[config.mk]
export PLATFORM = sky130hd
export DESIGN_NAME = desc_walker
export DESIGN_NICKNAME = d
export VERILOG_FILES = /design/src/rtl/desc_walker_pkg.sv /design/src/rtl/desc_walker_fmt.sv /design/src/rtl/desc_walker_nxt.sv /design/src/rtl/desc_walker_ctl.sv /design/src/rtl/desc_walker.sv
export SDC_FILE = /design/constraint.sdc
export NUM_CORES = 1
export LEC_CHECK = 0
export ABC_AREA = 1
export BUFFER_PORTS_ARGS = -buffer_cell sky130_fd_sc_hd__buf_4
export CAP_MARGIN = 10
export CORE_ASPECT_RATIO = 1.75
export CORE_MARGIN = 5
export CORE_UTILIZATION = 60
export CTS_BUF_LIST = sky130_fd_sc_hd__clkbuf_4
export DETAILED_ROUTE_END_ITERATION = 7
export HOLD_SLACK_MARGIN = 0.06
export PLACE_DENSITY = 0.83
export SLEW_MARGIN = 20
export SYNTH_ARGS = -nofsm -noshare
export SYNTH_HDL_FRONTEND = slang
export SYNTH_HIERARCHICAL = 1
export SYNTH_SLANG_ARGS = --single-unit
[constraint.sdc]
create_clock -name clk -period 4.6 [get_ports clk]
set_clock_uncertainty 0.05 [all_clocks]
set_input_delay 0.23 -clock clk [delete_from_list [all_inputs] [get_ports clk]]
set_output_delay 0.23 -clock clk [all_outputs]
set_load 0.05 [all_outputs]
[src/rtl/desc_walker_pkg.sv]
package desc_walker_pkg;

  typedef enum logic [2:0] {
    ST_IDLE, ST_HDR, ST_ADR, ST_CHK, ST_DREQ, ST_DCAP, ST_OUT, ST_WB
  } dw_state_e;

  localparam int HB_OWN  = 16;
  localparam int HB_WRAP = 17;
  localparam int HB_CONT = 18;
  localparam int HB_IRQ  = 19;
  localparam int HB_ERR  = 20;
  localparam int HB_LONG = 23;
  localparam int HB_SWAP = 31;

  function automatic logic [2:0] unit_bytes(input logic [1:0] code);
    return (code == 2'd0) ? 3'd4 : {1'b0, code};
  endfunction

endpackage

[src/rtl/desc_walker_fmt.sv]
module desc_walker_fmt
  import desc_walker_pkg::*;
#(
  parameter int NB = 4
) (
  input  logic [8*NB-1:0] word_i,
  input  logic [1:0]      unit_i,
  input  logic            swap_i,
  output logic [8*NB-1:0] word_o
);
  logic [2:0] ub;
  assign ub = unit_bytes(unit_i);

  for (genvar i = 0; i < NB; i++) begin : g_lane
    logic [2:0] src;
    assign src = swap_i ? 3'(ub - 3'd1 - 3'(i)) : 3'(i);
    assign word_o[8*i +: 8] = (3'(i) < ub) ? word_i[8*src[1:0] +: 8] : 8'h00;
  end
endmodule

[src/rtl/desc_walker_nxt.sv]
module desc_walker_nxt
  import desc_walker_pkg::*;
#(
  parameter int AW = 16
) (
  input  logic [31:0]   hdr_i,
  input  logic [AW-1:0] ptr_i,
  input  logic [AW-1:0] base_i,
  input  logic          fault_i,
  output logic [31:0]   wb_word_o,
  output logic [AW-1:0] next_ptr_o,
  output logic          go_on_o,
  output logic          irq_req_o
);
  localparam logic [AW-1:0] STEP_SHORT = AW'(2);
  localparam logic [AW-1:0] STEP_LONG  = AW'(3);

  always_comb begin
    wb_word_o         = hdr_i;
    wb_word_o[HB_OWN] = 1'b0;
    wb_word_o[HB_ERR] = hdr_i[HB_ERR] | fault_i;
  end

  assign next_ptr_o = hdr_i[HB_WRAP] ? base_i
                    : ptr_i + (hdr_i[HB_LONG] ? STEP_LONG : STEP_SHORT);
  assign go_on_o    = hdr_i[HB_CONT] & ~fault_i;
  assign irq_req_o  = hdr_i[HB_IRQ] & ~fault_i;
endmodule

[src/rtl/desc_walker_ctl.sv]
module desc_walker_ctl
  import desc_walker_pkg::*;
#(
  parameter int AW = 16,
  parameter int CW = 16
) (
  input  logic          clk,
  input  logic          rst_n,
  input  logic          start,
  input  logic [AW-1:0] base_addr,
  input  logic [31:0]   mem_rdata,
  input  logic          mem_err,
  input  logic          out_ready,
  input  logic [31:0]   fmt_word,
  input  logic [31:0]   wb_word,
  input  logic [AW-1:0] next_ptr,
  input  logic          go_on,
  input  logic          irq_req,
  output logic          mem_req,
  output logic          mem_we,
  output logic [AW-1:0] mem_addr,
  output logic [31:0]   mem_wdata,
  output logic          out_valid,
  output logic [31:0]   out_data,
  output logic          out_last,
  output logic          irq,
  output logic          err_flag,
  output logic          busy,
  output logic [31:0]   hdr,
  output logic [AW-1:0] ptr,
  output logic [AW-1:0] base,
  output logic          fault
);
  dw_state_e     state_q, state_d;
  logic [AW-1:0] ptr_q, ptr_d, base_q, base_d, buf_q, buf_d;
  logic [31:0]   hdr_q, hdr_d, data_q, data_d;
  logic [CW-1:0] rem_q, rem_d;
  logic          last_q, last_d, fault_q, fault_d, err_q, err_d, irq_q, irq_d;
  logic          data_en;
  logic [CW-1:0] unit_w;

  assign unit_w = CW'(unit_bytes(hdr_q[25:24]));

  always_comb begin
    state_d = state_q;  ptr_d  = ptr_q;  base_d = base_q; buf_d = buf_q;
    hdr_d   = hdr_q;    rem_d  = rem_q;  data_d = data_q; last_d = last_q;
    fault_d = fault_q;  err_d  = err_q;  irq_d  = 1'b0;   data_en = 1'b0;
    mem_req = 1'b0;     mem_we = 1'b0;   mem_addr = ptr_q; mem_wdata = '0;
    unique case (state_q)
      ST_IDLE: if (start) begin
        ptr_d = base_addr; base_d = base_addr; err_d = 1'b0; state_d = ST_HDR;
      end
      ST_HDR: begin
        mem_req = 1'b1; state_d = ST_ADR;
      end
      ST_ADR: begin
        mem_req = 1'b1; mem_addr = ptr_q + AW'(1);
        hdr_d = mem_rdata; state_d = ST_CHK;
      end
      ST_CHK: begin
        buf_d = mem_rdata[AW-1:0]; rem_d = hdr_q[CW-1:0]; fault_d = 1'b0;
        if (!hdr_q[HB_OWN])             state_d = ST_IDLE;
        else if (hdr_q[CW-1:0] == '0)   state_d = ST_WB;
        else                            state_d = ST_DREQ;
      end
      ST_DREQ: begin
        mem_req = 1'b1; mem_addr = buf_q; state_d = ST_DCAP;
      end
      ST_DCAP: begin
        if (mem_err) begin
          fault_d = 1'b1; state_d = ST_WB;
        end else begin
          data_en = 1'b1; data_d = fmt_word;
          last_d  = (rem_q <= unit_w); state_d = ST_OUT;
        end
      end
      ST_OUT: if (out_ready) begin
        if (last_q) state_d = ST_WB;
        else begin
          rem_d = rem_q - unit_w; buf_d = buf_q + AW'(1); state_d = ST_DREQ;
        end
      end
      ST_WB: begin
        mem_req = 1'b1; mem_we = 1'b1; mem_wdata = wb_word;
        irq_d = irq_req; err_d = fault_q;
        if (go_on) begin ptr_d = next_ptr; state_d = ST_HDR; end
        else state_d = ST_IDLE;
      end
      default: state_d = ST_IDLE;
    endcase
  end

  always_ff @(posedge clk or negedge rst_n) begin
    if (!rst_n) begin
      state_q <= ST_IDLE; ptr_q <= '0; base_q <= '0; buf_q <= '0;
      hdr_q <= '0; rem_q <= '0; data_q <= '0; last_q <= 1'b0;
      fault_q <= 1'b0; err_q <= 1'b0; irq_q <= 1'b0;
    end else begin
      state_q <= state_d; ptr_q <= ptr_d; base_q <= base_d; buf_q <= buf_d;
      hdr_q <= hdr_d; rem_q <= rem_d; fault_q <= fault_d;
      err_q <= err_d; irq_q <= irq_d;
      if (data_en) begin
        data_q <= data_d; last_q <= last_d;
      end
    end
  end

  assign out_valid = (state_q == ST_OUT);
  assign out_data  = data_q;
  assign out_last  = last_q;
  assign irq       = irq_q;
  assign err_flag  = err_q;
  assign busy      = (state_q != ST_IDLE);
  assign hdr       = hdr_q;
  assign ptr       = ptr_q;
  assign base      = base_q;
  assign fault     = fault_q;
endmodule

[src/rtl/desc_walker.sv]
module desc_walker
  import desc_walker_pkg::*;
#(
  parameter int AW = 16
) (
  input  logic          clk,
  input  logic          rst_n,
  input  logic          start,
  input  logic [AW-1:0] base_addr,
  output logic          mem_req,
  output logic          mem_we,
  output logic [AW-1:0] mem_addr,
  output logic [31:0]   mem_wdata,
  input  logic [31:0]   mem_rdata,
  input  logic          mem_err,
  output logic          out_valid,
  input  logic          out_ready,
  output logic [31:0]   out_data,
  output logic          out_last,
  output logic          irq,
  output logic          err_flag,
  output logic          busy
);
  localparam int CW = 16;

  logic [1:0]    rsync_q;
  logic          rst_int_n;
  logic [31:0]   hdr, fmt_word, wb_word;
  logic [AW-1:0] ptr, base, next_ptr;
  logic          fault, go_on, irq_req;

  always_ff @(posedge clk or negedge rst_n) begin
    if (!rst_n) rsync_q <= 2'b00;
    else        rsync_q <= {rsync_q[0], 1'b1};
  end
  assign rst_int_n = rsync_q[1];

  desc_walker_fmt #(.NB(4)) u_fmt (
    .word_i (mem_rdata),
    .unit_i (hdr[25:24]),
    .swap_i (hdr[HB_SWAP]),
    .word_o (fmt_word)
  );

  desc_walker_nxt #(.AW(AW)) u_nxt (
    .hdr_i      (hdr),
    .ptr_i      (ptr),
    .base_i     (base),
    .fault_i    (fault),
    .wb_word_o  (wb_word),
    .next_ptr_o (next_ptr),
    .go_on_o    (go_on),
    .irq_req_o  (irq_req)
  );

  desc_walker_ctl #(.AW(AW), .CW(CW)) u_ctl (
    .clk, .rst_n(rst_int_n), .start, .base_addr,
    .mem_rdata, .mem_err, .out_ready,
    .fmt_word, .wb_word, .next_ptr, .go_on, .irq_req,
    .mem_req, .mem_we, .mem_addr, .mem_wdata,
    .out_valid, .out_data, .out_last, .irq, .err_flag, .busy,
    .hdr, .ptr, .base, .fault
  );
endmodule

Yosys cells after proc, flatten, opt, wreduce, memory -nomap -nowiden
Cells that the tools add are included.
{"block": "op_classes", "addsub": 8, "n_lt_le_gt_ge": 5, "n_eq_ne": 12, "n_shift": 4, "mux": 39, "bitwise": 5, "reduce_logical": 15}
{"operator": "16-bit case mux with 2 select lines", "n": 4}
{"operator": "32-bit by 6-bit variable part select with 8-bit output", "n": 4}
{"operator": "16-bit 2-to-1 mux", "n": 7}
{"operator": "16-bit by 1-bit adder with 16-bit output, second input constant", "n": 2}
{"operator": "32-bit 2-to-1 mux", "n": 1}
{"operator": "8-bit 2-to-1 mux", "n": 4}
{"operator": "3-bit case mux with 8 select lines", "n": 1}
{"operator": "16-bit adder", "n": 1}
{"operator": "16-bit by 3-bit <= comparator with 1-bit output", "n": 1}
{"operator": "16-bit zero test", "n": 1}
{"operator": "16-bit by 3-bit subtractor with 16-bit output", "n": 1}
{"operator": "3-bit == test, second input constant", "n": 4}
{"operator": "2-bit 2-to-1 mux", "n": 6}
{"operator": "3-bit 2-to-1 mux", "n": 4}
{"operator": "1-bit 2-to-1 mux", "n": 10}
{"operator": "3-bit AND reduction", "n": 3}
{"operator": "2-bit inequality test, second input constant", "n": 4}
{"operator": "2-bit AND reduction", "n": 4}
{"operator": "3-bit by 2-bit == test with 1-bit output, second input constant", "n": 2}
{"operator": "1-bit by 3-bit < comparator with 1-bit output, first input constant", "n": 2}
{"operator": "2-bit by 3-bit < comparator with 1-bit output, first input constant", "n": 2}
{"operator": "2-bit nonzero test", "n": 3}
{"operator": "1-bit case mux with 2 select lines", "n": 2}
{"operator": "4-bit OR reduction", "n": 1}
{"operator": "10 further kinds", "n": 14}
{"block": "totals", "reg_bits": 137, "input_bits": 53, "out_inout_bits": 87, "elab_cells": 100}

Longest topological paths before layout
Gate-level depths: netlist of run 1.
{"block": "depth", "depth_word": 7, "ltp_mapped": 14, "depth_no_buf": 12}

By module
The synthesis of run 1 kept the hierarchy.
{"mod": "desc_walker_ctl", "n_inst": 1, "cells_per_inst": 1049, "area_each_um2": 7389.6, "seq_area_each_um2": 3378.2}
{"mod": "desc_walker_fmt", "n_inst": 1, "cells_per_inst": 236, "area_each_um2": 1182.4, "seq_area_each_um2": 0.0}
{"mod": "desc_walker_nxt", "n_inst": 1, "cells_per_inst": 167, "area_each_um2": 857.1, "seq_area_each_um2": 0.0}
{"mod": "desc_walker", "n_inst": 1, "cells_per_inst": 3, "area_each_um2": 53.8, "seq_area_each_um2": 50.0}

Least setup slack after synthesis of run 1
OpenSTA, ideal clock, no wires.
{"block": "synth_timing", "path_kind": "flip-flop to output port", "from": "register u_ctl.state_q[1]", "to": "output mem_addr[0]", "t_arrival_ns": 1.841, "t_required_ns": 4.320, "setup_slack_ns": 2.479, "stages_incl_launch_ff": 7, "n_path_buf": 2, "path_cell_list": "dfrtp_1 > buf_2 > nor2_4 > nand2_1 > nand2_1 > buf_2 > o221ai_1"}
{"block": "synth_via", "elab_chain_len": 2, "elab_cells_between_ends": 3, "cone_classes": "eq/ne: 2; mux: 1"}
{"element": "from (decl)", "line": "desc_walker_ctl.sv:34", "rtl": "dw_state_e state_q, state_d;"}
{"element": "from (signal assigned)", "line": "desc_walker_ctl.sv:99", "rtl": "state_q <= state_d; ptr_q <= ptr_d; base_q <= base_d; buf_q <= buf_d;"}
{"element": "3-bit == test / 3-bit by 2-bit == test with 1-bit output (equally long branches)", "line": "desc_walker_ctl.sv:49", "rtl": "unique case (state_q)"}
{"element": "16-bit case mux with 2 select lines (*)", "line": "desc_walker_ctl.sv:49"}
{"element": "to (decl)", "line": "desc_walker.sv:12", "rtl": "output logic [AW-1:0] mem_addr,"}
Mark *: on every way between the ends. The rest lies on a longest branch, timed or not.

Worst setup path after layout of run 1
{"block": "layout_timing", "from": "register u_ctl.state_q[2]", "to": "register u_ctl.rem_q[1]"}
{"block": "layout_via", "elab_chain_len": 3, "elab_cells_between_ends": 7, "cone_classes": "eq/ne: 4; mux: 1; reduce/logical: 2"}
{"element": "3-bit == test / 3-bit by 2-bit == test with 1-bit output (equally long branches)", "line": "desc_walker_ctl.sv:49"}
{"element": "2-bit inequality test (no line), or another cell as far along"}
{"element": "3-bit AND reduction (no line)"}
{"element": "to (signal assigned)", "line": "desc_walker_ctl.sv:100", "rtl": "hdr_q <= hdr_d; rem_q <= rem_d; fault_q <= fault_d;"}
{"element": "to (decl)", "line": "desc_walker_ctl.sv:37", "rtl": "logic [CW-1:0] rem_q, rem_d;"}
Several ways; a longest one is shown, not always the timed one.
A chain may end at the register's enable or synchronous reset.

==> impl_metrics.yaml, run 1 <==
floorplan:
  rows: 60
  die_w_um: 105
  start_util_pct: 61.3
  die_h_um: 176
  dieArea_um2: 18500
  core_um2: 15500
  ios: 140
sta:
  tightest_slew_ns: 0.941
  fmax_mhz: 305
  rsz0062_at_grt: "no"
  setup_tns_ns: 0
  hold_viol_final: 0
  finalCritPeriodShare_pct: 71.2
  relSlewSlack_pct: 37.2
  setup_violations: 0
  period_needed_ns: 3.28
  maxSlewViolCount: 0
run:
  maxCapViolCount: 0
power_and_ir_drop:
  sw_frac_of_total_pct: 57.3
  clock_power_share_pct: 10.5
  p_int_mw: 3.48
  p_leak_nw: 6.00
  powerDensity_nw_per_um2: 735
  seqPwrFrac_pct: 29.6
  power_switching_mw: 4.67
  power_mw: 8.15
  irDropWorstVdd_v: 0.000462
  combPwrFrac_pct: 59.9
finish:
  fin_area_um2: 11100
  nets: 1642
  drive_above_1_share_pct: 14.9
  n_fill_cell: 1320
  area.growth.synth_to_final_pct: 17.0
worst_setup_path:
  arrival_ns: 3.62
  path_max_fanout: 43
  rr_worst_depth: 7
  cp-end-kind: "flop"
  critPathKind: "reg2reg"
  cpMaxStageDelayCell: "inv_2"
  cpMostUsedCell: "inv_2"
  slowest_delay_ns: 0.64
  worst_ep_required_time_ns: 4.94
  worstPathCellList: "nand3_4 > inv_2 > o21ai_2 > nand2_2 > inv_2 > o211ai_1 > o21ai_0"
  start_kind: "flop"
clocking:
  cts_buffer_depth: 2
  numClockSinks: 137
  cts_setup_buffers: 0
  root_buffer: "clkbuf_4"
  ctsHtreeMaxLevel: 4
  insertion_delay_ns: 0.54
  cts_made_buffers: 17
  clk_pin_slew_ns: 0.16
  cts_tree: "done"
routing:
  vias_per_cell: 5.72
  drt-total-wl_mm: 32.5
  num_vias: 10168
  first_iter_violations: 864
  ant_nets: 0
  wl_per_cell_um: 18.3
  drt_first_pass_iters: 8
  drc: 0
synthesis:
  synthTopCellsByArea: "dfrtp_1 36%, nand2_1 21%, nand3_1 7.1%, inv_1 6.6%, nor2_1 6.1%"
  synthesis.area_um2: 9480
  yosys_warnings: 6
  syn_inst: 1455
  synth_top_area_cell: "dfrtp_1"
  synth_flop_cell: "dfrtp_1"
  synth_top_area_share_pct: 36.2
  async_flop_share_pct: 100
  ys_ff_latch: 137
  synth_edf_count: 0
  yosysMostFrequentCell: "nand2_1"
  syn-num-nets: 1518
  ys_types: 42
  synth_common_cells: "520 x nand2_1, 166 x inv_1, 155 x nor2_1"
  ys_seq_area_share_pct: 36.2
  avgSynthCellArea_um2: 6.52
global_route:
  grt_start_max_net_pins: 52
  first_global_vias: 10005
  antenna_found_initial: 1
  overflow: 0
  grt_first_pass_wirelength_mm: 51.3
  grtUsageTotal_pct: 35.0
placed_design:
  dp_hpwl_mm: 24.1
  dpl_cell_area_um2: 10300
  gp_congestion: 1.01
  port_buffers: 138
worst_hold_path:
  hp-class: "reg2async"
run_status:
  status: "finished clean"
-- layout by cell type (no fill, tap or decap), drive strengths merged, types with 17 or more instances in the layout --
cell type	instances
a21oi	30
buf	145
clkbuf	17
dfrtp	137
dlygate4sd3	53
inv	187
nand2	535
nand3	145
nor2	170
o211ai	26
o21ai	91
-- critical path, delay by kind of cell (launching register included) --
kind	cells	cell delay (ns)
AND/OR/NAND/NOR	2	1.07
buffers and inverters	2	1.02
AO/OA/AOI/OAI	3	0.42
flip-flops	1	0.55
-- cell families (layout without fill, tap and decap cells) --
| kind of cell | count (synthesis) | count (layout) | share of synthesized area (%) |
|---|---|---|---|
| AOI/OAI and AO/OA | 157 | 157 | 9.42 |
| xor gates and xnor gates | 9 | 9 | 0.831 |
| adders and majority gates | 10 | 10 | 1.40 |
| buffers and inverters | 271 | 408 | 12.9 |
| DFF | 137 | 137 | 36.2 |
| other | 2 | 3 | 0.0792 |
| and+or+nand+nor | 869 | 869 | 39.2 |
-- flip-flops by register name (all words and copies together) (netlist names) --
register / count
rsync_q: 2
u_ctl/base: 16
u_ctl/buf_q: 16
u_ctl/err_flag: 1
u_ctl/fault: 1
u_ctl/hdr: 32
u_ctl/irq: 1
u_ctl/out_data: 32
u_ctl/out_last: 1
u_ctl/ptr: 16
u_ctl/rem_q: 16
u_ctl/state_q: 3
-- power groups by stage --
stage	registers (mW)	logic, mW	clock network (mW)
global placement	2.41	4.66	0
global route	2.49	5.31	0.931
CTS	2.40	4.79	0.870
finish	2.41	4.88	0.853
detailed placement	2.42	4.74	0
floorplan	2.62	3.34	0
-- per-stage QoR --
stage	hold WS, ns	instances	util (%)	setup WS [ns]
floorplan	-0.116	1455	-	0.450
global placement	-0.0372	1693	66.4	1.49
detailed placement	-0.0351	1693	66.4	1.41
CTS	0.330	1778	71.7	1.39
global route	0.344	1779	71.7	1.08
finish	0.329	1779	71.7	1.32
-- what timing repair did --
item,4_1_cts,5_1_grt
resized for setup,0,0
hold buffers,53,0
hold endpoints to repair,108,0
-- worst paths after layout --
| path | start | end | slack (ns) |
|---|---|---|---|
| worst max-delay path | u_ctl/state_q[2] | u_ctl/rem_q[1] | 1.32 |
| worst min-delay path | rsync_q[1] | u_ctl/out_data[26] | 0.33 |
| worst max register to register | u_ctl/state_q[2] | u_ctl/rem_q[1] | 1.32 |
| worst min register to register | rsync_q[1] | u_ctl/out_data[26] | 0.33 |
| max in group asynchronous | rsync_q[1] | u_ctl/base[4] | 3.02 |
| min in group clk | rsync_q[0] | rsync_q[1] | 0.33 |
-- cell type report --
type | instances | area [µm²] | area share, %
multi-input combinational | 1047 | 4840 | 43.6
sequential | 137 | 3430 | 30.9
timing repair buffer | 198 | 1620 | 14.6
inverter | 178 | 669 | 6.03
tap | 186 | 233 | 2.10
clock inverter | 15 | 171 | 1.55
clock buffer | 17 | 128 | 1.15
antenna | 1 | 2.50 | 0.0226
-- routing by layer --
layer,share of wire [%],global-route usage [%],up-vias
met3,5.3,4.46,153
met2,53,64.6,519
met1,34,36.1,4741
li1,-,-,4755
met4,7.7,23.3,0
met5,0,0,-
Power figures use the tool's default switching activity.
==> run 2, diff against run 1 <==
--- a/config.mk
+++ b/config.mk
@@ -10,11 +10,11 @@
 export CAP_MARGIN = 10
 export CORE_ASPECT_RATIO = 1.75
 export CORE_MARGIN = 5
-export CORE_UTILIZATION = 60
+export CORE_UTILIZATION = 54
 export CTS_BUF_LIST = sky130_fd_sc_hd__clkbuf_4
 export DETAILED_ROUTE_END_ITERATION = 7
 export HOLD_SLACK_MARGIN = 0.06
-export PLACE_DENSITY = 0.83
+export PLACE_DENSITY = 0.79
 export SLEW_MARGIN = 20
 export SYNTH_ARGS = -nofsm -noshare
 export SYNTH_HDL_FRONTEND = slang
==> constraint.sdc (replaced) <==
create_clock -name clk -period 2.7 [get_ports clk]
set_clock_uncertainty 0.05 [all_clocks]
set_input_delay 0.135 -clock clk [delete_from_list [all_inputs] [get_ports clk]]
set_output_delay 0.135 -clock clk [all_outputs]
set_load 0.05 [all_outputs]
==> impl_metrics.yaml, run 2 (same netlist as run 1, synthesis figures left out) <==
sta:
  period_needed_ns: 2.56
  rsz0062_at_grt: "yes"
  fmax_mhz: 390
  hold_viol_final: 0
  holdWs_ns: 0.270
  relSlewSlack_pct: 40.7
  finalCritPeriodShare_pct: 94.9
  tightest_slew_ns: 0.886
  maxSlewViolCount: 0
  setup_violations: 0
worst_setup_path:
  worst-path-stages: 5
  rrSetupSlack_ns: 0.32
  arrival_ns: 2.38
  path_max_fanout: 35
  slowest_delay_ns: 0.57
  critPathBufInv: 2
  rr_startpoint: "u_ctl/hdr[25]"
  worstPathCellList: "nand3_2 > inv_4 > nand3_1 > o221ai_1 > buf_4"
  critPathKind: "reg2out"
  rr_worst_depth: 10
  cpMaxStageDelayCell: "dfrtp_1"
  worst_ep_required_time_ns: 2.52
  start_kind: "flop"
  cp-end-kind: "primary output"
  r2r_end: "u_ctl/rem_q[12]"
  critPathTopFamily: "buffers and inverters"
power_and_ir_drop:
  clock_power_share_pct: 10.1
  irDropWorstVdd_v: 0.000864
  powerDensity_nw_per_um2: 1230
  seqPwrFrac_pct: 28.8
  power_switching_mw: 7.73
  p_int_mw: 6.30
  sw_frac_of_total_pct: 55.1
  combPwrFrac_pct: 61.1
  p_leak_nw: 6.12
finish:
  drive_above_1_share_pct: 15.5
  layout_commonest_cell: "nand2_1"
  nets: 1668
  seqCellArea_um2: 3440
  stdcell_count: 1850
  area.growth.synth_to_final_pct: 20.5
  multi_input_area_um2: 4850
  fin_area_um2: 11400
  mostFrequentLayoutCells: "519 x nand2_1, 166 x inv_1, 153 x nor2_1, 152 x buf_4, 133 x nand3_1"
  n_fill_cell: 1585
  final_util_pct: 65.7
clocking:
  cts_made_buffers: 17
  cts_tree: "done"
  numClockSinks: 137
  cts_buffer_depth: 2
  clk_pin_slew_ns: 0.13
  insertion_delay_ns: 0.61
  root_buffer: "clkbuf_4"
  cts_setup_buffers: 0
  ctsHtreeMaxLevel: 4
global_route:
  grt_first_pass_wirelength_mm: 50.8
  grtUsageTotal_pct: 32.7
  overflow: 0
  grt_start_max_net_pins: 70
  antenna_found_initial: 2
  first_global_vias: 9891
placed_design:
  dpl_cell_area_um2: 10400
  dp_hpwl_mm: 23.4
  place_inst: 1748
  gp_congestion: 0.980
  port_buffers: 138
routing:
  vias_per_cell: 5.46
  top_layer: "met4"
  dr_wl_met2_mm: 16.4
  num_vias: 10093
  routed-wl-met3_mm: 1.91
  ant_nets: 0
  drt_first_pass_iters: 8
  first_iter_violations: 725
  wl_per_cell_um: 17.3
  drc: 0
  met1Wirelength_mm: 11.1
  drt-total-wl_mm: 32.0
worst_hold_path:
  min_from: "mem_rdata[23]"
  hp-class: "in2reg"
  hold_path_end: "u_ctl/hdr[23]"
  hold_path_depth: 4
floorplan:
  start_util_pct: 54.6
  core_um2: 17400
  rows: 64
  die_w_um: 110
  dieArea_um2: 20400
  die_h_um: 185
  ios: 140
run:
  maxCapViolCount: 0
run_status:
  status: "finished clean"
[run 2: changes by cell type in the layout (fill, tap and decap cells not counted), moves of 3 or more]
| cell | previous run | this run |
|---|---|---|
| clkinv_1 | 1 | 4 |
| inv_8 | 5 | 0 |
| dfrtp_1 | 136 | 132 |
| buf_4 | 145 | 152 |
| inv_6 | 6 | 1 |
| dlygate4sd3_1 | 53 | 69 |
| clkinv_2 | 1 | 4 |
| dfrtp_2 | 0 | 4 |
[run 2: metrics by stage]
stage / TNS, ns / power [mW] / worst slack, ns
floorplan: 0 / 10.2 / 0.373
global placement: 0 / 12.1 / 0.402
detailed placement: 0 / 12.2 / 0.377
CTS: 0 / 13.9 / 0.0776
global route: -0.0237 / 15.1 / -0.0143
finish: 0 / 14.0 / 0.137
[run 2: metal layers]
layer | vias to the layer above | track usage (%)
met1 | 4682 | 34.7
met4 | 0 | 23.8
met3 | 141 | 6.38
met2 | 465 | 56.5
met5 | - | 0
li1 | 4805 | -
[run 2: how the worst max path moves through the flow]
stage | start | endpoint | slack (ns)
finish | u_ctl/state_q[1] | mem_addr[2] | 0.14
detailed placement | u_ctl/hdr[25] | u_ctl/rem_q[10] | 0.38
CTS | u_ctl/state_q[1] | mem_req | 0.08
floorplan | rsync_q[1] | u_ctl/base[0] | 0.37
global route | u_ctl/state_q[2] | mem_req | -0.01
global placement | u_ctl/hdr[25] | u_ctl/rem_q[8] | 0.40
[run 2: area by class of cell]
| cell class | instances | share of cell area (%) |
|---|---|---|
| inverter | 178 | 5.88 |
| timing repair buffer | 224 | 16.5 |
| clock inverter | 14 | 1.37 |
| tap | 231 | 2.53 |
| multi-input combinational | 1047 | 42.5 |
| antenna | 2 | 0.0438 |
| sequential | 137 | 30.1 |
| clock buffer | 17 | 1.12 |
[run 2: power by group through the flow]
stage               sequential, mW  combinational (mW)  clock [mW]
finish                        4.04                8.57        1.42
global route                  4.18                9.36        1.54
CTS                           4.02                8.44        1.45
detailed placement            4.05                8.15           0
global placement              4.03                8.04           0
floorplan                     4.46                5.70           0
[run 2: worst register-to-register path, cell delays in order, from the launching register on]
cell	delay, ns
dfrtp_1	0.53
or2_2	0.33
ha_1	0.37
inv_1	0.08
o21ai_1	0.14
nor2_1	0.39
nand2_1	0.12
nand2_1	0.08
nand3_1	0.06
nand2_1	0.07
nand2_1	0.05
[run 2: repair_timing]
item,4_1_cts,5_1_grt
resized for setup,2,7
endpoints found under the setup margin,4,8
hold buffers,69,0
hold endpoints to repair,121,0
==> run 3, diff against run 2 <==
==> constraint.sdc (replaced) <==
create_clock -name clk -period 2.35 [get_ports clk]
set_clock_uncertainty 0.05 [all_clocks]
set_input_delay 0.1175 -clock clk [delete_from_list [all_inputs] [get_ports clk]]
set_output_delay 0.1175 -clock clk [all_outputs]
set_load 0.05 [all_outputs]
==> impl_metrics.yaml, run 3 (same netlist as run 1, synthesis figures left out) <==
run_status:
  status: "finished clean"
sta:
  period_needed_ns: 2.30
  fmax_mhz: 435
  holdWs_ns: 0.298
  finalCritPeriodShare_pct: 97.9
  maxSlewViolCount: 0
  setup_violations: 0
  hold_viol_final: 0
  tightest_slew_ns: 0.896
  setup_tns_ns: 0
  rsz0062_at_grt: "yes"
  relSlewSlack_pct: 40.0
  setup_ws_ns: 0.0485
global_route:
  grt_first_pass_wirelength_mm: 50.0
  overflow: 0
  antenna_found_initial: 1
  first_global_vias: 9867
  grtUsageTotal_pct: 31.9
  grt_start_max_net_pins: 70
finish:
  multi_input_area_um2: 4900
  nets: 1684
  mostFrequentLayoutCells: "517 x nand2_1, 178 x buf_4, 164 x inv_1, 152 x nor2_1, 132 x nand3_1"
  layout_commonest_cell: "nand2_1"
  seqCellArea_um2: 3440
  fin_area_um2: 11600
  final_util_pct: 66.8
  area.growth.synth_to_final_pct: 22.5
  stdcell_count: 1865
  drive_above_1_share_pct: 18.1
  n_fill_cell: 1588
power_and_ir_drop:
  irDropWorstVdd_v: 0.000953
  powerDensity_nw_per_um2: 1420
  seqPwrFrac_pct: 27.8
  power_mw: 16.4
  clock_power_share_pct: 9.8
  p_leak_nw: 6.21
  combPwrFrac_pct: 62.5
  sw_frac_of_total_pct: 54.9
  p_int_mw: 7.41
  power_switching_mw: 9.02
floorplan:
  dieArea_um2: 20400
  die_h_um: 185
  rows: 64
  start_util_pct: 54.6
  ios: 140
  die_w_um: 110
  core_um2: 17400
worst_setup_path:
  rr_startpoint: "u_ctl/state_q[1]"
  start_kind: "flop"
  path_max_fanout: 8
  rrSetupSlack_ns: 0.16
  arrival_ns: 2.13
  worst_ep_required_time_ns: 2.18
  critPathBufInv: 1
  critPathKind: "reg2out"
  critPathTopFamily: "simple AND/OR/NAND/NOR gates"
  cpMaxStageDelayCell: "dfrtp_1"
  worstPathCellList: "nand2_1 > nor2_1 > and2_1 > nand2_1 > nand2_1 > nand3_1 > nand3_1 > buf_4"
  cpMostUsedCell: "nand2_1"
  slowest_delay_ns: 0.57
  cp-end-kind: "primary output"
  crit_start: "u_ctl/ptr[7]"
placed_design:
  dpl_cell_area_um2: 10500
  dp_hpwl_mm: 23.7
  pre_cts_slack_ns: 0.155
  place_inst: 1758
  port_buffers: 138
  gp_congestion: 0.999
clocking:
  insertion_delay_ns: 0.55
  numClockSinks: 137
  root_buffer: "clkbuf_4"
  clk_pin_slew_ns: 0.14
  cts_made_buffers: 17
  cts_tree: "done"
  cts_buffer_depth: 2
  ctsHtreeMaxLevel: 4
routing:
  vias_per_cell: 5.43
  drc: 0
  first_iter_violations: 860
  ant_nets: 0
  wl_per_cell_um: 17.1
  drt-total-wl_mm: 31.9
  drt_first_pass_iters: 6
  num_vias: 10122
worst_hold_path:
  hp-class: "in2reg"
  min_from: "mem_rdata[31]"
run:
  maxCapViolCount: 0
## run 3: changes by cell type in the layout (fill, tap and decap cells not counted), moves of 5 or more
cell           previous run  this run
dfrtp_2                   4         9
dfrtp_1                 132       127
dlygate4sd3_1            69        54
buf_4                   152       178
## run 3: what timing repair did
item,4_1_cts,5_1_grt
hold endpoints to repair,118,0
resized for setup,16,22
pin swaps,0,6
hold buffers,54,0
buffers inserted,3,19
setup endpoints to repair,46,21
## run 3: worst paths after layout
kind | endpoint | cells past startpoint
worst max-delay path | mem_addr[15] | 8
worst min-delay path | u_ctl/hdr[31] | 4
worst max register to register | u_ctl/state_q[1] | 7
worst min register to register | u_ctl/out_data[9] | 0
max in group asynchronous | u_ctl/ptr[8] | 1
min in group asynchronous | u_ctl/out_data[9] | 0
## run 3: area by class of cell
type,count,share of cell area (%)
antenna,1,0.0215
clock buffer,17,1.10
clock inverter,14,1.36
inverter,178,5.90
multi-input combinational,1047,42.2
sequential,137,29.6
tap,231,2.49
timing repair buffer,240,17.3
## run 3: metal layers
layer,share of wire [%],global-route usage [%],vias up,wire length [µm]
li1,-,-,4853,-
met1,35,33.3,4650,11200
met2,51,56.6,486,16400
met3,5.7,4.53,133,1810
met4,7.9,23.3,0,2520
met5,0,0,-,0
## run 3: power groups by stage
stage | combinational, mW | clock, mW | sequential, mW
after global placement | 9.46 | 0 | 4.57
after CTS | 9.82 | 1.64 | 4.56
after global routing | 11.1 | 1.75 | 4.71
after detailed placement | 9.61 | 0 | 4.59
final | 10.3 | 1.61 | 4.56
after floorplan | 6.55 | 0 | 5.12
## run 3: worst min-delay path, delay by kind of cell
kind	cells	cell delay, ns
buffers and inverters	2	0.66
AND/OR/NAND/NOR	2	0.10
